--- config.mk ---
export PLATFORM = sky130hd
export DESIGN_NAME = burst_addr_seq
export DESIGN_NICKNAME = d
export VERILOG_FILES = /design/src/rtl/burst_seq_pkg.sv /design/src/rtl/bseq_geom.sv /design/src/rtl/bseq_step.sv /design/src/rtl/bseq_ctrl.sv /design/src/rtl/burst_addr_seq.sv
export SDC_FILE = /design/constraint.sdc
export NUM_CORES = 1
export LEC_CHECK = 0
export BUFFER_PORTS_ARGS = -buffer_cell sky130_fd_sc_hd__buf_2
export CORE_ASPECT_RATIO = 0.9
export CORE_MARGIN = 2
export CORE_UTILIZATION = 56
export CTS_CLUSTER_SIZE = 28
export DETAILED_ROUTE_END_ITERATION = 10
export PLACE_DENSITY_LB_ADDON = 0.05
export RECOVER_POWER = 50
export SYNTH_ARGS = -nofsm -noshare
export SYNTH_HDL_FRONTEND = slang
export SYNTH_SLANG_ARGS = --single-unit
--- constraint.sdc ---
create_clock -name clk -period 2.9 [get_ports clk]
set_clock_uncertainty 0.2 [all_clocks]
set_input_delay 0.145 -clock clk [delete_from_list [all_inputs] [get_ports clk]]
set_output_delay 0.145 -clock clk [all_outputs]
set_load 0.01 [all_outputs]
--- src/rtl/burst_seq_pkg.sv ---
package burst_seq_pkg;

  typedef enum logic [1:0] {
    MODE_WRAP   = 2'd0,
    MODE_LINEAR = 2'd1,
    MODE_HYBRID = 2'd2,
    MODE_RSVD   = 2'd3
  } burst_mode_e;

  typedef enum logic [1:0] {
    ST_IDLE = 2'd0,
    ST_WRAP = 2'd1,
    ST_LINE = 2'd2
  } seq_state_e;

endpackage

--- src/rtl/bseq_geom.sv ---
// Decodes the group-length select into length, offset mask and final beat index.
module bseq_geom #(
  parameter int ADDR_W   = 23,
  parameter int SEL_W    = 2,
  parameter int MIN_LOG2 = 4,
  parameter int CNT_W    = 6
) (
  input  logic [SEL_W-1:0]  sel_i,
  output logic [ADDR_W-1:0] len_o,
  output logic [ADDR_W-1:0] mask_o,
  output logic [CNT_W-1:0]  last_idx_o
);
  localparam int NUM_SEL = 1 << SEL_W;

  logic [ADDR_W-1:0] len_tab  [NUM_SEL];
  logic [CNT_W-1:0]  lidx_tab [NUM_SEL];

  for (genvar s = 0; s < NUM_SEL; s++) begin : g_sel
    assign len_tab[s]  = ADDR_W'(1) << (MIN_LOG2 + s);
    assign lidx_tab[s] = CNT_W'((1 << (MIN_LOG2 + s - 1)) - 1);
  end

  always_comb begin
    len_o      = len_tab[sel_i];
    mask_o     = len_tab[sel_i] - ADDR_W'(1);
    last_idx_o = lidx_tab[sel_i];
  end
endmodule

--- src/rtl/bseq_step.sv ---
// Next-beat address: wrap inside the group, jump past it, or plain increment.
module bseq_step #(
  parameter int ADDR_W = 23
) (
  input  logic [ADDR_W-1:0] cur_i,
  input  logic [ADDR_W-1:0] base_i,
  input  logic [ADDR_W-1:0] mask_i,
  input  logic [ADDR_W-1:0] len_i,
  input  logic              line_phase_i,
  input  logic              pass_end_i,
  output logic [ADDR_W-1:0] nxt_o
);
  logic [ADDR_W-1:0] inc;

  always_comb begin
    inc = cur_i + ADDR_W'(2);
    if (line_phase_i)    nxt_o = inc;
    else if (pass_end_i) nxt_o = base_i + len_i;
    else                 nxt_o = base_i | (inc & mask_i);
  end
endmodule

--- src/rtl/bseq_ctrl.sv ---
// Burst state, beat counter within the wrapped pass, handshake.
module bseq_ctrl
  import burst_seq_pkg::*;
#(
  parameter int CNT_W = 6
) (
  input  logic             clk,
  input  logic             rst_n,
  input  logic             start_i,
  input  burst_mode_e      mode_i,
  input  logic [CNT_W-1:0] last_idx_i,
  input  logic             stop_i,
  input  logic             ready_i,
  output logic             valid_o,
  output logic             last_o,
  output logic             load_o,
  output logic             fire_o,
  output logic             line_phase_o,
  output logic             pass_end_o
);
  seq_state_e       st_q, st_d;
  logic [CNT_W-1:0] cnt_q, cnt_d;
  logic [CNT_W-1:0] lidx_q;
  logic             hyb_q;

  assign valid_o      = (st_q != ST_IDLE);
  assign load_o       = (st_q == ST_IDLE) && start_i;
  assign fire_o       = valid_o && ready_i;
  assign line_phase_o = (st_q == ST_LINE);
  assign pass_end_o   = (st_q == ST_WRAP) && (cnt_q == lidx_q);
  assign last_o       = pass_end_o && !hyb_q;

  always_comb begin
    st_d  = st_q;
    cnt_d = cnt_q;
    case (st_q)
      ST_IDLE: begin
        if (start_i) begin
          cnt_d = '0;
          st_d  = (mode_i == MODE_WRAP || mode_i == MODE_HYBRID) ? ST_WRAP : ST_LINE;
        end
      end
      ST_WRAP: begin
        if (stop_i) st_d = ST_IDLE;
        else if (fire_o) begin
          if (pass_end_o) st_d = hyb_q ? ST_LINE : ST_IDLE;
          else            cnt_d = cnt_q + CNT_W'(1);
        end
      end
      ST_LINE: if (stop_i) st_d = ST_IDLE;
      default: st_d = ST_IDLE;
    endcase
  end

  always_ff @(posedge clk) begin
    if (!rst_n) begin
      st_q   <= ST_IDLE;
      cnt_q  <= '0;
      lidx_q <= '0;
      hyb_q  <= 1'b0;
    end else begin
      st_q  <= st_d;
      cnt_q <= cnt_d;
      if (load_o) begin
        lidx_q <= last_idx_i;
        hyb_q  <= (mode_i == MODE_HYBRID);
      end
    end
  end
endmodule

--- src/rtl/burst_addr_seq.sv ---
module burst_addr_seq
  import burst_seq_pkg::*;
#(
  parameter int ADDR_W   = 23,
  parameter int SEL_W    = 2,
  parameter int MIN_LOG2 = 4
) (
  input  logic              clk,
  input  logic              rst_n,
  input  logic              start_i,
  input  logic [ADDR_W-1:0] start_addr_i,
  input  logic [1:0]        mode_i,
  input  logic [SEL_W-1:0]  wrap_sel_i,
  input  logic              stop_i,
  output logic              beat_valid_o,
  input  logic              beat_ready_i,
  output logic [ADDR_W-1:0] addr_even_o,
  output logic [ADDR_W-1:0] addr_odd_o,
  output logic              last_o
);
  localparam int NUM_SEL  = 1 << SEL_W;
  localparam int MAX_LOG2 = MIN_LOG2 + NUM_SEL - 1;
  localparam int CNT_W    = MAX_LOG2 - 1;

  logic [ADDR_W-1:0] geo_len, geo_mask;
  logic [CNT_W-1:0]  geo_lidx;
  logic [ADDR_W-1:0] addr_q, base_q, mask_q, len_q, nxt;
  logic              load, fire, line_phase, pass_end;

  bseq_geom #(
    .ADDR_W(ADDR_W), .SEL_W(SEL_W), .MIN_LOG2(MIN_LOG2), .CNT_W(CNT_W)
  ) u_geom (
    .sel_i      (wrap_sel_i),
    .len_o      (geo_len),
    .mask_o     (geo_mask),
    .last_idx_o (geo_lidx)
  );

  bseq_ctrl #(.CNT_W(CNT_W)) u_ctrl (
    .clk          (clk),
    .rst_n        (rst_n),
    .start_i      (start_i),
    .mode_i       (burst_mode_e'(mode_i)),
    .last_idx_i   (geo_lidx),
    .stop_i       (stop_i),
    .ready_i      (beat_ready_i),
    .valid_o      (beat_valid_o),
    .last_o       (last_o),
    .load_o       (load),
    .fire_o       (fire),
    .line_phase_o (line_phase),
    .pass_end_o   (pass_end)
  );

  bseq_step #(.ADDR_W(ADDR_W)) u_step (
    .cur_i        (addr_q),
    .base_i       (base_q),
    .mask_i       (mask_q),
    .len_i        (len_q),
    .line_phase_i (line_phase),
    .pass_end_i   (pass_end),
    .nxt_o        (nxt)
  );

  always_ff @(posedge clk) begin
    if (!rst_n) begin
      addr_q <= '0;
      base_q <= '0;
      mask_q <= '0;
      len_q  <= '0;
    end else if (load) begin
      addr_q <= start_addr_i & ~ADDR_W'(1);
      base_q <= start_addr_i & ~geo_mask;
      mask_q <= geo_mask;
      len_q  <= geo_len;
    end else if (fire) begin
      addr_q <= nxt;
    end
  end

  assign addr_even_o = addr_q;
  assign addr_odd_o  = addr_q | ADDR_W'(1);
endmodule

; ---- Word level (Yosys, flattened, before mapping)
; Cells that the tools add are included.
[totals]
out_inout_bits = 48
ff_bits = 107
word_cells = 68
[classes]
eq_ne = 11
mux = 23
add_sub_neg = 4
reduce_logical = 14
n_lt_le_gt_ge = 1
bitwise_logic = 6
[ops]
columns = op, count
row1 = 23-bit two-way mux, 6
row2 = 23-bit bitwise AND, 2
row3 = 23-bit binary-select mux with 2-bit select, 1
row4 = 6-bit two-way mux, 6
row5 = "23-bit by 2-bit adder with 23-bit output, second input constant", 1
row6 = 23-bit adder, 1
row7 = 23-bit NOT, 1
row8 = 23-bit bitwise OR, 1
row9 = "23-bit by 1-bit subtractor with 23-bit output, second input constant", 1
row10 = 2-bit two-way mux, 7
row11 = 6-bit binary-select mux with 2-bit select, 1
row12 = 6-bit one-hot mux with 2 select lines, 1
row13 = "2-bit != test, second input constant", 5
row14 = "6-bit by 1-bit adder with 6-bit output, second input constant", 1
row15 = 6-bit == test, 1
row16 = 2-bit one-hot mux with 3 select lines, 1
row17 = 2-bit nonzero test, 3
row18 = 5-bit AND reduction, 1
row19 = "2-bit == test, second input constant", 2
row20 = 1-bit logical AND, 4
row21 = 2-bit logical NOT, 2
row22 = 4-bit AND reduction, 1
row23 = "3-bit greater-or-equal comparator, second input constant", 1
row24 = "3-bit by 2-bit != test with 1-bit output, second input constant", 1
row25 = 7 further kinds, 7

; ---- Logic depth before layout (Yosys ltp)
; Gate-level depths: netlist of the first run.
[logic_depth]
word_depth = 7
mapped_depth = 7
ltp_nobuf = 7

; ---- By module
; A second synthesis of the first run with hierarchy kept.
[unflattened]
cells_unflattened = 880
area_unflattened_um2 = 7758.7
[modules_own_cells]
columns = module, seq_area_each_um2, n_inst, cells_each, area_each_um2
row1 = burst_addr_seq, 1841.8, 1, 372, 4110.2
row2 = bseq_step, 0.0, 1, 347, 2352.3
row3 = bseq_ctrl, 300.3, 1, 105, 893.4
row4 = bseq_geom, 0.0, 1, 56, 402.9

; ---- Worst setup path before layout of the first run
; Ideal clock, no wire load.
[synth_path]
path_type = register to register
from = register u_ctrl.cnt_q[0]
to = register addr_q[12] (netlist: addr_even_o[12])
n_path_buf = 0
path_stages_with_launch = 6
path_slack_ns = 0.492
t_arrival_ns = 2.079
t_required_ns = 2.571
path_cell_list = dfxtp_1 > or4_4 > a2111oi_4 > a21oi_1 > a221oi_1 > a31oi_1
[synth_via]
elab_chain_len = 6
[synth_lines]
columns = item, line
row1 = start: declaration, bseq_ctrl.sv:22  ; logic [CNT_W-1:0] cnt_q, cnt_d;
row2 = start signal: assignment, bseq_ctrl.sv:63  ; cnt_q <= cnt_d;
row3 = 6-bit == test, bseq_ctrl.sv:30  ; assign pass_end_o = (st_q == ST_WRAP) && (cnt_q == lidx_q);
row4 = 1-bit logical AND, bseq_ctrl.sv:30
row5 = 23-bit two-way mux, bseq_step.sv:18  ; else if (pass_end_i) nxt_o = base_i + len_i;
row6 = 23-bit two-way mux, bseq_step.sv:17  ; if (line_phase_i) nxt_o = inc;
row7 = 23-bit two-way mux, burst_addr_seq.sv:76  ; end else if (fire) begin
row8 = 23-bit two-way mux, burst_addr_seq.sv:71  ; end else if (load) begin
row9 = end signal: assignment, burst_addr_seq.sv:72  ; addr_q <= start_addr_i & ~ADDR_W'(1);
row10 = end signal: assignment, burst_addr_seq.sv:77  ; addr_q <= nxt;
row11 = end: declaration, burst_addr_seq.sv:27  ; logic [ADDR_W-1:0] addr_q, base_q, mask_q, len_q, nxt;
; No other way between the ends. The select of a mux whose other input is x is not followed.
; A chain may end at the register's enable or synchronous reset.

; ---- Final worst setup path of the first run
[layout_path]
from = register u_ctrl.cnt_q[0]
to = register u_ctrl.st_q[0]
[layout_via]
elab_chain_len = 4
[layout_lines]
columns = item, line
row1 = 6-bit == test, bseq_ctrl.sv:30
row2 = 1-bit logical AND, bseq_ctrl.sv:30
row3 = 3-bit by 2-bit != test with 1-bit output (no line), -
row4 = 4-bit AND reduction (no line), -
row5 = end signal: assignment, bseq_ctrl.sv:62  ; st_q <= st_d;
row6 = end: declaration, bseq_ctrl.sv:21  ; seq_state_e st_q, st_d;
; No other way between the ends.

==> impl_metrics.json, run 1 <==
{
  "outcome": "completed",
  "fin_setup_tns_ns": 0,
  "grt_pass1_wl_mm": 20.77,
  "use_met2": 0.4820,
  "hold_path.startpoint": "mode_i[0]",
  "ys_types": 65,
  "r2r_cells": 7,
  "ys_seq_elements": 63,
  "die_width_um": 93.33,
  "stdcell_count": 695,
  "cts_buffers": 9,
  "max_slew_margin": 0.2901,
  "tightest_slew_ns": 1.065,
  "finalPower_mw": 2.422,
  "grt_usage": 0.3383,
  "initial_core_util": 0.5742,
  "max_stage_delay_ns": 0.57,
  "vias": 4389,
  "drive_gt1_frac": 0.1179,
  "final_common_cell": "nand2_1",
  "overflow": 0,
  "cts_root_buf": "clkbuf_8",
  "drtIter0Drc": 521,
  "ant_nets": 0,
  "final_cell_area_sq_um": 4870,
  "ff2ff_setup_slack_ns": 0.17,
  "io_buffer_count": 77,
  "drc": 0,
  "area_delta_synth_final_pct": 21.10,
  "post-route-period-util": 0.9411,
  "crit_required_ns": 2.94,
  "yosysWarnings": 0,
  "finalSetupViolations": 0,
  "r2r-end": "u_ctrl.st_q[0]",
  "p_leak_nw": 1.781,
  "critPathLaunchType": "register",
  "hpwl_mm": 9.140,
  "p_switching_mw": 0.7186,
  "cts_tree": "done",
  "ir_worst_vdd_uv": 227.6,
  "rsz0062_at_grt": "no",
  "clkPwrFrac": 0.396,
  "h-tree-depth": 3,
  "p_comb_frac": 0.197,
  "power_frac_seq": 0.407,
  "synth_enable_flop_cells": 0,
  "p_int_mw": 1.704,
  "p_sw_frac": 0.2967,
  "vias_per_cell": 6.315,
  "rows": 29,
  "dp_slack_ns": 0.3232,
  "ys_dominant_reg_cell": "dfxtp_1",
  "final_util": 0.6954,
  "grt_max_degree": 26,
  "clock.fmax_mhz": 366.4,
  "n_antenna_cell": 0,
  "die-area_sq_um": 7876,
  "layout_common_cells": "nand2_1, dfxtp_1, clkbuf_1",
  "die_h_um": 84.39,
  "slew_viol_final": 0,
  "hold_depth": 4,
  "antenna_found_initial": 0,
  "use_met1": 0.5017,
  "clkLatencyLatePin_ns": 0.35,
  "crit_fanout": 13,
  "r2r_start": "u_ctrl.cnt_q[0]",
  "path_class": "reg -> reg",
  "num_io_pins": 80,
  "async_flop_share": 0,
  "syn_nets": 551,
  "worst_slack_ns": 0.1707,
  "cp.arrival_ns": 2.77,
  "min_period_ns": 2.729,
  "power_density_nw_per_um2": 497.4,
  "synth_seq_area_share": 0.3136,
  "min_path_type": "in -> reg",
  "grt_pass1_vias": 3907,
  "worst_hold_path.endpoint": "u_ctrl.st_q[1]",
  "cts.reportedPaths.clkPinSlew_ns": 0.08,
  "dr.pass1.iters": 5,
  "drv_cap": 0,
  "wl_per_cell_um": 18.77,
  "fin_nets": 637,
  "use_met3": 0.07630,
  "cts_buffer_depth": 2,
  "synthCells": 511,
  "dp_cells": 647,
  "synth_area_sq_um": 4021,
  "cp_slowest_cell": "or4_4",
  "hold_slack_ns": 0.02032,
  "gp_congestion": 0.8671,
  "crit_chain": "or4_4, a2111oi_4, buf_4, nand2_1, a21oi_1, nor2_1, dlygate4sd3_1",
  "grt-busiest-layer": "met1",
  "core_area_sq_um": 7003,
  "cp-end-kind": "register",
  "finalHoldViolCount": 0,
  "wirelength_mm": 13.05,
  "place_area_sq_um": 4372,
  "syn_avg_cell_area_sq_um": 7.870,
  "clock_sinks": 63
}
-- sequential cells by signal, summed over array words and instances, names as in the netlist --
name	cells
u_ctrl.cnt_q	6
u_ctrl.st_q	2
u_ctrl.hyb_q	1
base_q	19
addr_even_o	23
u_ctrl.lidx_q	3
mask_q	6
len_q	3
-- power by group through the flow --
stage               clock network, mW  logic [mW]  registers, mW
floorplan                           0       0.300          0.991
detailed placement                  0       0.440           1.00
CTS                             0.962       0.475          0.983
finish                          0.959       0.477          0.986
global route                    0.987       0.518          0.993
global placement                    0       0.433           1.00
-- worst max-delay path: cells and delay by family (launching register included) --
family                 cells  cell delay, ns
DFF                        1            0.37
buffers and inverters      2            0.82
and+or+nand+nor            3            0.70
AOI/OAI and AO/OA          2            0.52
-- routing by layer --
metal,vias to the layer above,part of all wire
li1,2024,-
met5,-,0
met2,294,0.42
met4,0,0.023
met3,31,0.12
met1,2040,0.43
-- worst max path at each step --
stage,slack [ns],depth (start not counted),endpoint,startpoint
6_report,0.17,7,u_ctrl.st_q[0],u_ctrl.cnt_q[0]
5_1_grt,0.07,6,addr_even_o[9],u_ctrl.cnt_q[0]
3_5_place_dp,0.32,7,addr_even_o[2],u_ctrl.cnt_q[0]
2_1_floorplan,0.49,5,addr_even_o[12],u_ctrl.cnt_q[0]
4_1_cts,0.19,7,u_ctrl.st_q[0],u_ctrl.cnt_q[0]
3_3_place_gp,0.36,6,addr_even_o[9],u_ctrl.cnt_q[0]
-- kinds of logic after synthesis --
group / synth area share
other: 0.0009325
adder cells (fa/ha/maj): 0.02676
buffers and inverters: 0.08276
AO/OA/AOI/OAI: 0.2449
flip-flops: 0.3136
AND/OR/NAND/NOR: 0.2495
multiplexers: 0.02489
XOR/XNOR: 0.05663
-- cells in the mapped netlist (3+ instances only) --
master | n | area (sq um)
nor4_1 | 8 | 50.05
xnor2_1 | 19 | 166.4
a2111oi_0 | 3 | 26.28
inv_1 | 11 | 41.29
and2_1 | 7 | 43.79
nand2b_1 | 3 | 18.77
a221oi_1 | 5 | 43.79
nor3_1 | 10 | 50.05
nand4_1 | 9 | 56.30
a21oi_1 | 40 | 200.2
xor2_1 | 7 | 61.31
a211oi_1 | 7 | 52.55
nand2_1 | 65 | 244.0
clkbuf_1 | 25 | 93.84
a22oi_1 | 6 | 45.04
or3_1 | 3 | 18.77
nand3_1 | 20 | 100.1
nor2_1 | 39 | 146.4
nor2b_1 | 4 | 25.02
o221ai_1 | 3 | 26.28
o2bb2ai_1 | 3 | 26.28
o22ai_1 | 3 | 18.77
a21o_1 | 5 | 37.54
o21a_1 | 4 | 30.03
dfxtp_1 | 63 | 1261
nand3b_1 | 4 | 30.03
mux2i_1 | 10 | 100.1
a22o_1 | 12 | 105.1
o21ai_0 | 17 | 85.08
buf_4 | 23 | 172.7
o211ai_1 | 7 | 52.55
and4_1 | 8 | 70.07
a31oi_1 | 4 | 25.02
ha_1 | 7 | 87.58
and3_1 | 7 | 43.79
-- final cells by class --
| class | count | area [sq um] |
|---|---|---|
| Multi-Input combinational cell | 385 | 2427 |
| Fill cell | 632 | 2133 |
| Sequential cell | 63 | 1261 |
| Timing Repair Buffer | 127 | 784.5 |
| Clock buffer | 13 | 148.9 |
| Tap cell | 93 | 116.4 |
| Clock inverter | 3 | 90.09 |
| Inverter | 11 | 41.29 |
-- timing repair --
item | in CTS | in global routing
hold endpoints to repair | 41 | 0
endpoints found under the setup margin | 0 | 0
hold buffers | 32 | 0
resized for setup | 0 | 0
buffers inserted | 0 | 0
No activity file was read; power rests on OpenSTA's default activity.
==> run 2: changes to the inputs <==
--- a/config.mk
+++ b/config.mk
@@ -11,8 +11,8 @@
 export CORE_UTILIZATION = 56
 export CTS_CLUSTER_SIZE = 28
 export DETAILED_ROUTE_END_ITERATION = 10
+export GPL_ROUTABILITY_DRIVEN = 0
 export PLACE_DENSITY_LB_ADDON = 0.05
-export RECOVER_POWER = 50
 export SYNTH_ARGS = -nofsm -noshare
 export SYNTH_HDL_FRONTEND = slang
 export SYNTH_SLANG_ARGS = --single-unit
==> run 2 against run 1 <==
Against the previous run:
- hold slack gained 0.0053 ns
- largest cell class unchanged
- maximum frequency is 2.3% higher
- global-route usage fell by 0.15 points
- die area stayed put
- highest routed layer unchanged
- clock power fell by 6.2%
- wire length decreased by 0.89%
- power down 2.2%
- non-clock buffer count decreased by 2
==> impl_metrics.json, run 2 (synthesis results as in run 1) <==
{
  "grt_pass1_wl_mm": 20.76,
  "core_area_sq_um": 7003,
  "clkPwrFrac": 0.380,
  "power_frac_seq": 0.416,
  "finalSetupViolations": 0,
  "area_delta_synth_final_pct": 22.06,
  "place_area_sq_um": 4357,
  "p_comb_frac": 0.204,
  "rsz0062_at_grt": "no",
  "p_leak_nw": 1.952,
  "p_sw_frac": 0.3055,
  "cts_buffer_depth": 2,
  "power_density_nw_per_um2": 482.7,
  "post_cts_buffers": 0,
  "grt_pass1_vias": 3881,
  "crit_chain": "or4_4, a211o_2, nor4b_1, mux2i_1, a221oi_1",
  "crit_required_ns": 2.91,
  "h-tree-depth": 3,
  "clock_sinks": 63,
  "slew_viol_final": 0,
  "cts_tree": "done",
  "p_int_mw": 1.645,
  "max_slew_margin": 0.5655,
  "num_io_pins": 80,
  "n_antenna_cell": 0,
  "dp_slack_ns": 0.3266,
  "rows": 29,
  "die_width_um": 93.33,
  "hpwl_mm": 9.096,
  "cp.arrival_ns": 2.67,
  "p_switching_mw": 0.7239,
  "largest_reg_flops": 23,
  "grt_usage": 0.3368,
  "die_h_um": 84.39,
  "dr.pass1.iters": 5,
  "clock.fmax_mhz": 374.8,
  "cp-end-kind": "register",
  "cts.reportedPaths.clkPinSlew_ns": 0.08,
  "path_class": "reg -> reg",
  "layout_common_cells": "buf_2, nand2_1, dfxtp_1",
  "cts_buffers": 9,
  "antenna_found_initial": 0,
  "die-area_sq_um": 7876,
  "final_common_cell": "buf_2",
  "tightest_slew_ns": 0.6518,
  "crit_fanout": 12,
  "critPathLaunchType": "register",
  "initial_core_util": 0.5742,
  "clkLatencyLatePin_ns": 0.35,
  "drc": 0,
  "finalHoldViolCount": 0,
  "fin_setup_tns_ns": 0,
  "final_cell_area_sq_um": 4908,
  "drive_gt1_frac": 0.1983,
  "post-route-period-util": 0.9200,
  "final_util": 0.7009,
  "min_path_type": "in -> reg",
  "cts_root_buf": "clkbuf_8",
  "outcome": "completed",
  "wirelength_mm": 12.93,
  "fin_nets": 635,
  "wl_per_cell_um": 18.66,
  "crit_buf_inv": 0,
  "io_buffer_count": 77,
  "critPathTopFamily": "simple AND/OR/NAND/NOR gates",
  "overflow": 0,
  "cp_slowest_cell": "or4_4",
  "ir_worst_vdd_uv": 279.5,
  "worst_slack_ns": 0.2320,
  "fill_cells": 594,
  "vias": 4283,
  "grt_max_degree": 26,
  "min_period_ns": 2.668,
  "ant_nets": 0,
  "max_stage_delay_ns": 0.57,
  "drv_cap": 0,
  "vias_per_cell": 6.180,
  "drtIter0Drc": 575,
  "ff2ff_setup_slack_ns": 0.23
}
==> run 2: cell types whose count changed in the layout (fill, tap and decap cells not counted), moves of 2 or more <==
cell	change
buf_2	+45
buf_4	-2
clkbuf_1	-48
clkinvlp_4	+2
==> run 2: power by group through the flow <==
stage	sequential, mW	clock (mW)	combinational (mW)
after floorplan	0.991	0	0.300
after global placement	1.00	0	0.429
after detailed placement	1.00	0	0.435
after CTS	0.982	0.900	0.471
after global routing	0.993	0.943	0.522
final	0.986	0.900	0.484
==> run 2: area by class of cell <==
class / count / area [sq um] / share of cell area
multi-input cells: 385 / 2432 / 0.4955
flip-flops and latches: 63 / 1261 / 0.2569
repair buffers: 125 / 825.8 / 0.1682
clock buffers: 11 / 151.4 / 0.03084
well taps: 93 / 116.4 / 0.02371
clock inverters: 5 / 80.08 / 0.01631
inverters: 11 / 41.29 / 0.008412
==> run 2: metrics by stage <==
| step | hold WS (ns) | power [mW] | cells |
|---|---|---|---|
| 3_3_place_gp | 0.1756 | 1.429 | 645 |
| 2_1_floorplan | 0.05362 | 1.290 | 511 |
| 3_5_place_dp | 0.1858 | 1.436 | 645 |
| 6_report | 0.02559 | 2.369 | 693 |
| 4_1_cts | 0.009465 | 2.353 | 693 |
| 5_1_grt | 0.06833 | 2.458 | 693 |
==> run 2: timing repair <==
action | CTS | global route
setup endpoints to repair | 0 | 0
hold buffers | 32 | 0
resized for setup | 0 | 0
hold endpoints to repair | 39 | 0
==> run 2: final timing paths <==
path | cells past startpoint | end | from
setup / recovery | 5 | addr_even_o[15] | u_ctrl.cnt_q[0]
hold / removal | 4 | u_ctrl.st_q[1] | mode_i[0]
setup reg to reg | 5 | addr_even_o[15] | u_ctrl.cnt_q[0]
hold reg to reg | 2 | addr_even_o[0] | addr_even_o[0]
==> run 2: tightest hold or removal path: cells and delay by family <==
family                 cells  cell delay [ns]
and+or+nand+nor            2             0.20
buffers and inverters      1             0.12
AOI/OAI and AO/OA          1             0.06
==> run 2: routing by layer <==
layer	wire (um)	global-route usage	vias to the layer above	share of wire
li1	-	-	2025	-
met1	5670	0.4905	1971	0.44
met2	5503	0.4794	255	0.43
met3	1459	0.09336	32	0.11
met4	297	0.1096	0	0.023
met5	0	0	-	0
